===== src/rtl/spi_eng_pkg.sv =====
package spi_eng_pkg;
    typedef enum logic [1:0] {
        ST_IDLE  = 2'd0,
        ST_SHIFT = 2'd1,
        ST_DONE  = 2'd2
    } eng_state_t;
endpackage


===== src/rtl/spi_eng_bitrev.sv =====
module spi_eng_bitrev #(
    parameter int W = 32
) (
    input  logic [W-1:0] din,
    output logic [W-1:0] dout
);
    for (genvar i = 0; i < W; i++) begin : g_mirror
        assign dout[i] = din[W-1-i];
    end
endmodule


===== src/rtl/spi_eng_fsm.sv =====
module spi_eng_fsm
    import spi_eng_pkg::*;
#(
    parameter int W = 32
) (
    input  logic clk,
    input  logic rst_n,
    input  logic tx_load,
    input  logic pend_valid,
    input  logic sck_drive,
    input  logic sck_sample,
    output logic start,
    output logic drive_en,
    output logic shift_en,
    output logic last_bit,
    output logic rx_valid,
    output logic busy
);
    localparam int CNT_W = $clog2(W + 1);
    localparam logic [CNT_W-1:0] LAST_IDX = CNT_W'(W - 1);

    eng_state_t state_q, state_d;
    logic [CNT_W-1:0] cnt_q;

    // state register
    always_ff @(posedge clk or negedge rst_n) begin
        if (!rst_n) state_q <= ST_IDLE;
        else        state_q <= state_d;
    end

    // transitions
    always_comb begin
        state_d = state_q;
        unique case (state_q)
            ST_IDLE:  if (tx_load) state_d = ST_SHIFT;
            ST_SHIFT: if (sck_sample && cnt_q == LAST_IDX) state_d = ST_DONE;
            ST_DONE:  state_d = (tx_load || pend_valid) ? ST_SHIFT : ST_IDLE;
            default:  state_d = ST_IDLE;
        endcase
    end

    // outputs
    always_comb begin
        start    = 1'b0;
        drive_en = 1'b0;
        shift_en = 1'b0;
        last_bit = 1'b0;
        rx_valid = 1'b0;
        busy     = 1'b0;
        unique case (state_q)
            ST_IDLE: begin
                start = tx_load;
            end
            ST_SHIFT: begin
                busy     = 1'b1;
                drive_en = sck_drive;
                shift_en = sck_sample;
                last_bit = sck_sample && (cnt_q == LAST_IDX);
            end
            ST_DONE: begin
                busy     = 1'b1;
                rx_valid = 1'b1;
                start    = tx_load || pend_valid;
            end
            default: ;
        endcase
    end

    // sampled-bit counter
    always_ff @(posedge clk or negedge rst_n) begin
        if (!rst_n)        cnt_q <= '0;
        else if (start)    cnt_q <= '0;
        else if (shift_en) cnt_q <= cnt_q + 1'b1;
    end
endmodule


===== src/rtl/spi_eng_datapath.sv =====
module spi_eng_datapath #(
    parameter int W = 32
) (
    input  logic         clk,
    input  logic         rst_n,
    input  logic         is_master,
    input  logic         lsb_first,
    input  logic [W-1:0] tx_word,
    input  logic         tx_load,
    input  logic         start,
    input  logic         drive_en,
    input  logic         shift_en,
    input  logic         last_bit,
    input  logic         mosi_in,
    input  logic         miso_in,
    output logic         pend_valid,
    output logic         mosi_out,
    output logic         miso_out,
    output logic [W-1:0] rx_word
);
    logic [W-1:0] sr_q, pend_q, load_src, load_mirror, sr_next, rx_mirror;
    logic         lsb_q, dout_q, din;

    assign load_src = pend_valid ? pend_q : tx_word;
    assign din      = is_master ? miso_in : mosi_in;
    assign sr_next  = {sr_q[W-2:0], din};

    spi_eng_bitrev #(.W(W)) u_tx_mirror (.din(load_src), .dout(load_mirror));
    spi_eng_bitrev #(.W(W)) u_rx_mirror (.din(sr_next),  .dout(rx_mirror));

    // shift register and frame order
    always_ff @(posedge clk or negedge rst_n) begin
        if (!rst_n) begin
            sr_q  <= '0;
            lsb_q <= 1'b0;
        end else if (start) begin
            sr_q  <= lsb_first ? load_mirror : load_src;
            lsb_q <= lsb_first;
        end else if (shift_en) begin
            sr_q  <= sr_next;
        end
    end

    // held load request
    always_ff @(posedge clk or negedge rst_n) begin
        if (!rst_n) begin
            pend_valid <= 1'b0;
            pend_q     <= '0;
        end else if (start && pend_valid) begin
            pend_valid <= tx_load;
            if (tx_load) pend_q <= tx_word;
        end else if (tx_load && !start) begin
            pend_valid <= 1'b1;
            pend_q     <= tx_word;
        end
    end

    // launched output bit
    always_ff @(posedge clk or negedge rst_n) begin
        if (!rst_n)        dout_q <= 1'b0;
        else if (drive_en) dout_q <= sr_q[W-1];
    end

    // receive buffer copy
    always_ff @(posedge clk or negedge rst_n) begin
        if (!rst_n)        rx_word <= '0;
        else if (last_bit) rx_word <= lsb_q ? rx_mirror : sr_next;
    end

    assign mosi_out = is_master  & dout_q;
    assign miso_out = !is_master & dout_q;
endmodule


===== src/rtl/spi_bitorder_engine.sv =====
module spi_bitorder_engine #(
    parameter int FRAME_BITS = 32
) (
    input  logic                  clk,
    input  logic                  rst_n,
    input  logic                  is_master,
    input  logic                  lsb_first,
    input  logic [FRAME_BITS-1:0] tx_word,
    input  logic                  tx_load,
    input  logic                  sck_drive,
    input  logic                  sck_sample,
    input  logic                  mosi_in,
    input  logic                  miso_in,
    output logic                  mosi_out,
    output logic                  miso_out,
    output logic [FRAME_BITS-1:0] rx_word,
    output logic                  rx_valid,
    output logic                  busy
);
    logic start, drive_en, shift_en, last_bit, pend_valid;

    spi_eng_fsm #(.W(FRAME_BITS)) u_fsm (
        .clk        (clk),
        .rst_n      (rst_n),
        .tx_load    (tx_load),
        .pend_valid (pend_valid),
        .sck_drive  (sck_drive),
        .sck_sample (sck_sample),
        .start      (start),
        .drive_en   (drive_en),
        .shift_en   (shift_en),
        .last_bit   (last_bit),
        .rx_valid   (rx_valid),
        .busy       (busy)
    );

    spi_eng_datapath #(.W(FRAME_BITS)) u_dp (
        .clk        (clk),
        .rst_n      (rst_n),
        .is_master  (is_master),
        .lsb_first  (lsb_first),
        .tx_word    (tx_word),
        .tx_load    (tx_load),
        .start      (start),
        .drive_en   (drive_en),
        .shift_en   (shift_en),
        .last_bit   (last_bit),
        .mosi_in    (mosi_in),
        .miso_in    (miso_in),
        .pend_valid (pend_valid),
        .mosi_out   (mosi_out),
        .miso_out   (miso_out),
        .rx_word    (rx_word)
    );
endmodule


===== config.mk =====
export PLATFORM = sky130hd
export DESIGN_NAME = spi_bitorder_engine
export DESIGN_NICKNAME = d
export VERILOG_FILES = /design/src/rtl/spi_eng_pkg.sv /design/src/rtl/spi_eng_bitrev.sv /design/src/rtl/spi_eng_fsm.sv /design/src/rtl/spi_eng_datapath.sv /design/src/rtl/spi_bitorder_engine.sv
export SDC_FILE = /design/constraint.sdc
export NUM_CORES = 1
export LEC_CHECK = 0
export ABC_CLOCK_PERIOD_IN_PS = 2260
export CAP_MARGIN = 15
export CORE_ASPECT_RATIO = 1.25
export CORE_MARGIN = 8
export CORE_UTILIZATION = 64
export DETAILED_ROUTE_END_ITERATION = 6
export DONT_BUFFER_PORTS = 1
export PLACE_DENSITY = 0.8
export SLEW_MARGIN = 20
export SYNTH_ARGS = -nofsm -noshare
export SYNTH_HDL_FRONTEND = slang
export SYNTH_SLANG_ARGS = --single-unit

===== constraint.sdc =====
create_clock -name clk -period 2.26 [get_ports clk]
set_input_delay 0.226 -clock clk [delete_from_list [all_inputs] [get_ports clk]]
set_output_delay 0.226 -clock clk [all_outputs]
set_load 0.02 [all_outputs]

==> results.tsv <==
metric	value	unit
result_of_the_run	finished, violations left	
failing_checks	hold timing	
seq_area_frac_synth	0.4530	
clock_sinks	107	
path_clk_slew	70	ps
cts_root_buffer	sky130_fd_sc_hd__clkbuf_16	
setup_repair_after_global_routing_missed_its_margin	false	
total_stage_count_of_the_critical_path	5	
finalMaxSlewViolations	0	
viasPerCell	6.371	
cellLeakagePower	0.002714	uW
layout-drive-gt1-share	0.5277	
core_area	9076	sq um
critical_path_peak_fanout	17	
hold_slack	-426.4	ps
finish.utilization	0.6940	
detailedPlace.worstSlack	8.965	ps
initial_utilization	0.6512	
detailedRoute.firstPassIterationCount	4	
postSynthRegisterBits	107	
max_freq	0.4916	GHz
regToRegSetupSlack	230	ps
path_class	register to register	
flow.area_growth_from_synthesis	6.562	%
end_kind	register	
core.rowCount	39	
chipWidth	102.0	um
dpl_hpwl	7.570	mm
gpl.final_weighted_congestion	0.7510	
drtIter0Drc	148	
maxSlewHeadroom	0.5902	
largest_net_degree_at_the_start_of_global_routing	108	
critPathTopFamily	simple AND/OR/NAND/NOR gates	
ios	77	
kind_of_launch_point_of_the_worst_setup_path	register	
vias_in_the_first_global_route	3357	
grtUsageTotal	0.1810	
timing.max_cap.violations	0	
antenna-diode-count	0	
crit_buf_inv	1	
most-common-layout-cells	sky130_fd_sc_hd__mux2_2 (116), sky130_fd_sc_hd__dfrtp_1 (106), sky130_fd_sc_hd__mux4_2 (27), sky130_fd_sc_hd__mux2_4 (27), sky130_fd_sc_hd__mux2_1 (18)	
hold_violations	107	
vdd_drop_max	0.8695	mV
timing.critical_path.required	2480	ps
remaining_drc_errors	0	
num-nets-final	421	
global_route.overflow_total	0	
synth_area	5911	sq um
die_y	123.4	um
synth_fp_nets	429	
layout_min_cycle_time	2034	ps
postRouteWirelength	10.85	mm
finalSetupViolations	0	
post-route-worst-setup-slack	225.9	ps
detailroute.via_count	3198	
crit_path_cell_trace	inv_1, ha_1, nor2_1, o21ai_4, mux2_1	
critPathMaxStageDelay	460	ps
detail_route.wl_per_cell	21.62	um
htreeDepth	3	
post-route-period-util	0.9001	
netlist_instances	382	
number_of_port_buffers	0	
die_area	12590	sq um
slowest_stage	sky130_fd_sc_hd__nor2_1	
antenna_found_initial	0	
first_pass_grt_wire_length	17.46	mm
post-cts-setup-buffer-count	0	
p_per_area	1336	nW/um^2
tns	0	ps
tightest_slew	612.3	ps
holdCritPathClass	primary input to async pin	
timing.critical_path.arrival	2250	ps
ys.warnings.count	0	
reg2regPathDepth	5	
ys_types	32	
cts_tree	built	
clock-skew-final	5.429	ps
cts_made_buffers	9	
layout.cells.most_common	sky130_fd_sc_hd__mux2_2	
clockBufferDepth	2	
ant_nets	0	
clkLatencyLatePin	340	ps
synth_area_per_cell	15.47	sq um
==> metrics by stage <==
| stage | hold WS [ps] | std cells | instance area, sq um | total power (uW) |
|---|---|---|---|---|
| 2_1_floorplan | -69.59 | 382 | 5911 | 6171 |
| 3_3_place_gp | -65.57 | 485 | 5956 | 6569 |
| 3_5_place_dp | -65.66 | 485 | 5956 | 6730 |
| 4_1_cts | -439.8 | 501 | 6282 | 8456 |
| 5_1_grt | -449.5 | 502 | 6299 | 8896 |
| 6_report | -426.4 | 502 | 6299 | 8412 |
==> final cells by class <==
class	count	area, sq um
multi-input cells	244	3018
fillers	634	2778
clock buffers	10	239.0
flip-flops and latches	107	2679
inverters	5	18.77
well taps	123	153.9
clock inverters	6	87.58
repair buffers	7	102.6
==> kinds of logic after synthesis <==
family	count (synthesis)	share of synthesized area
adder cells (fa/ha/maj)	6	0.01270
AO/OA/AOI/OAI	18	0.01948
AND/OR/NAND/NOR	23	0.02075
multiplexers	194	0.4507
XOR/XNOR	2	0.002964
flip-flops	107	0.4530
buffers and inverters	32	0.04043
==> final timing paths <==
| path | from | to |
|---|---|---|
| min | rst_n | u_dp.rx_word[30] |
| max | u_fsm.state_q[0] | u_dp.pend_q[17] |
| max in group asynchronous | rst_n | u_dp.pend_valid |
| min in group clk | tx_word[14] | u_dp.pend_q[14] |
| min reg2reg | u_dp.sr_q[31] | u_dp.dout_q |
| max reg2reg | u_fsm.state_q[0] | u_dp.pend_q[17] |
==> worst reg2reg max path, stage by stage, from the launching register on <==
cell	delay (ps)
sky130_fd_sc_hd__dfrtp_1	410
sky130_fd_sc_hd__inv_1	90
sky130_fd_sc_hd__ha_1	250
sky130_fd_sc_hd__nor2_1	460
sky130_fd_sc_hd__o21ai_4	300
sky130_fd_sc_hd__mux2_1	400
==> flip-flops by register name, summed over array words and instances (netlist names) <==
register and count:
u_fsm.cnt_q 6, u_dp.pend_q 32, u_dp.pend_valid 1, u_dp.dout_q 1
u_dp.lsb_q 1, u_fsm.state_q 2, u_dp.rx_word 32, u_dp.sr_q 32
==> synthesized netlist by cell type <==
cell type,count,share of area
sky130_fd_sc_hd__mux2_2,116,0.22
sky130_fd_sc_hd__dfrtp_1,107,0.45
sky130_fd_sc_hd__mux2_4,27,0.069
sky130_fd_sc_hd__mux4_2,27,0.10
sky130_fd_sc_hd__mux2_1,18,0.034
sky130_fd_sc_hd__a21oi_1,8,0.0068
sky130_fd_sc_hd__buf_2,8,0.0068
sky130_fd_sc_hd__buf_4,6,0.0076
sky130_fd_sc_hd__ha_1,6,0.013
sky130_fd_sc_hd__o21ai_0,6,0.0051
sky130_fd_sc_hd__buf_6,5,0.0095
sky130_fd_sc_hd__inv_1,5,0.0032
sky130_fd_sc_hd__mux4_1,5,0.022
sky130_fd_sc_hd__nand3_1,5,0.0042
sky130_fd_sc_hd__nor2_1,5,0.0032
sky130_fd_sc_hd__nand2_1,4,0.0025
sky130_fd_sc_hd__buf_12,3,0.010
sky130_fd_sc_hd__clkbuf_1,3,0.0019
sky130_fd_sc_hd__or3_1,3,0.0032
sky130_fd_sc_hd__buf_1,2,0.0013
sky130_fd_sc_hd__xor2_1,2,0.0030
sky130_fd_sc_hd__a21boi_0,1,0.0013
sky130_fd_sc_hd__a221oi_2,1,0.0025
sky130_fd_sc_hd__a31oi_1,1,0.0011
sky130_fd_sc_hd__and2_1,1,0.0011
sky130_fd_sc_hd__mux2i_1,1,0.0017
sky130_fd_sc_hd__nand2_4,1,0.0019
sky130_fd_sc_hd__nand4_1,1,0.0011
sky130_fd_sc_hd__nand4b_1,1,0.0015
sky130_fd_sc_hd__nor2_2,1,0.0011
sky130_fd_sc_hd__nor2b_1,1,0.0011
sky130_fd_sc_hd__o21ai_4,1,0.0028
==> power by group <==
part / switching [uW] / leakage [uW] / internal (uW)
Sequential: 635 / 0.00133 / 2540
Clock: 689 / 0.000163 / 1000
Combinational: 1270 / 0.00122 / 2280
==> layer usage <==
metal  global-route usage  part of all wire
met5                    0                 0
met4              0.06348             0.015
met2               0.2941              0.50
met1               0.2150              0.40
met3              0.06986             0.084
==> timing repair <==
| action | 4_1_cts | 5_1_grt |
|---|---|---|
| gates resized for setup | 0 | 1 |
| endpoints found under the hold margin | 107 | 107 |
| setup endpoints to repair | 0 | 32 |
Note: power is estimated with default switching activity, not from simulation.
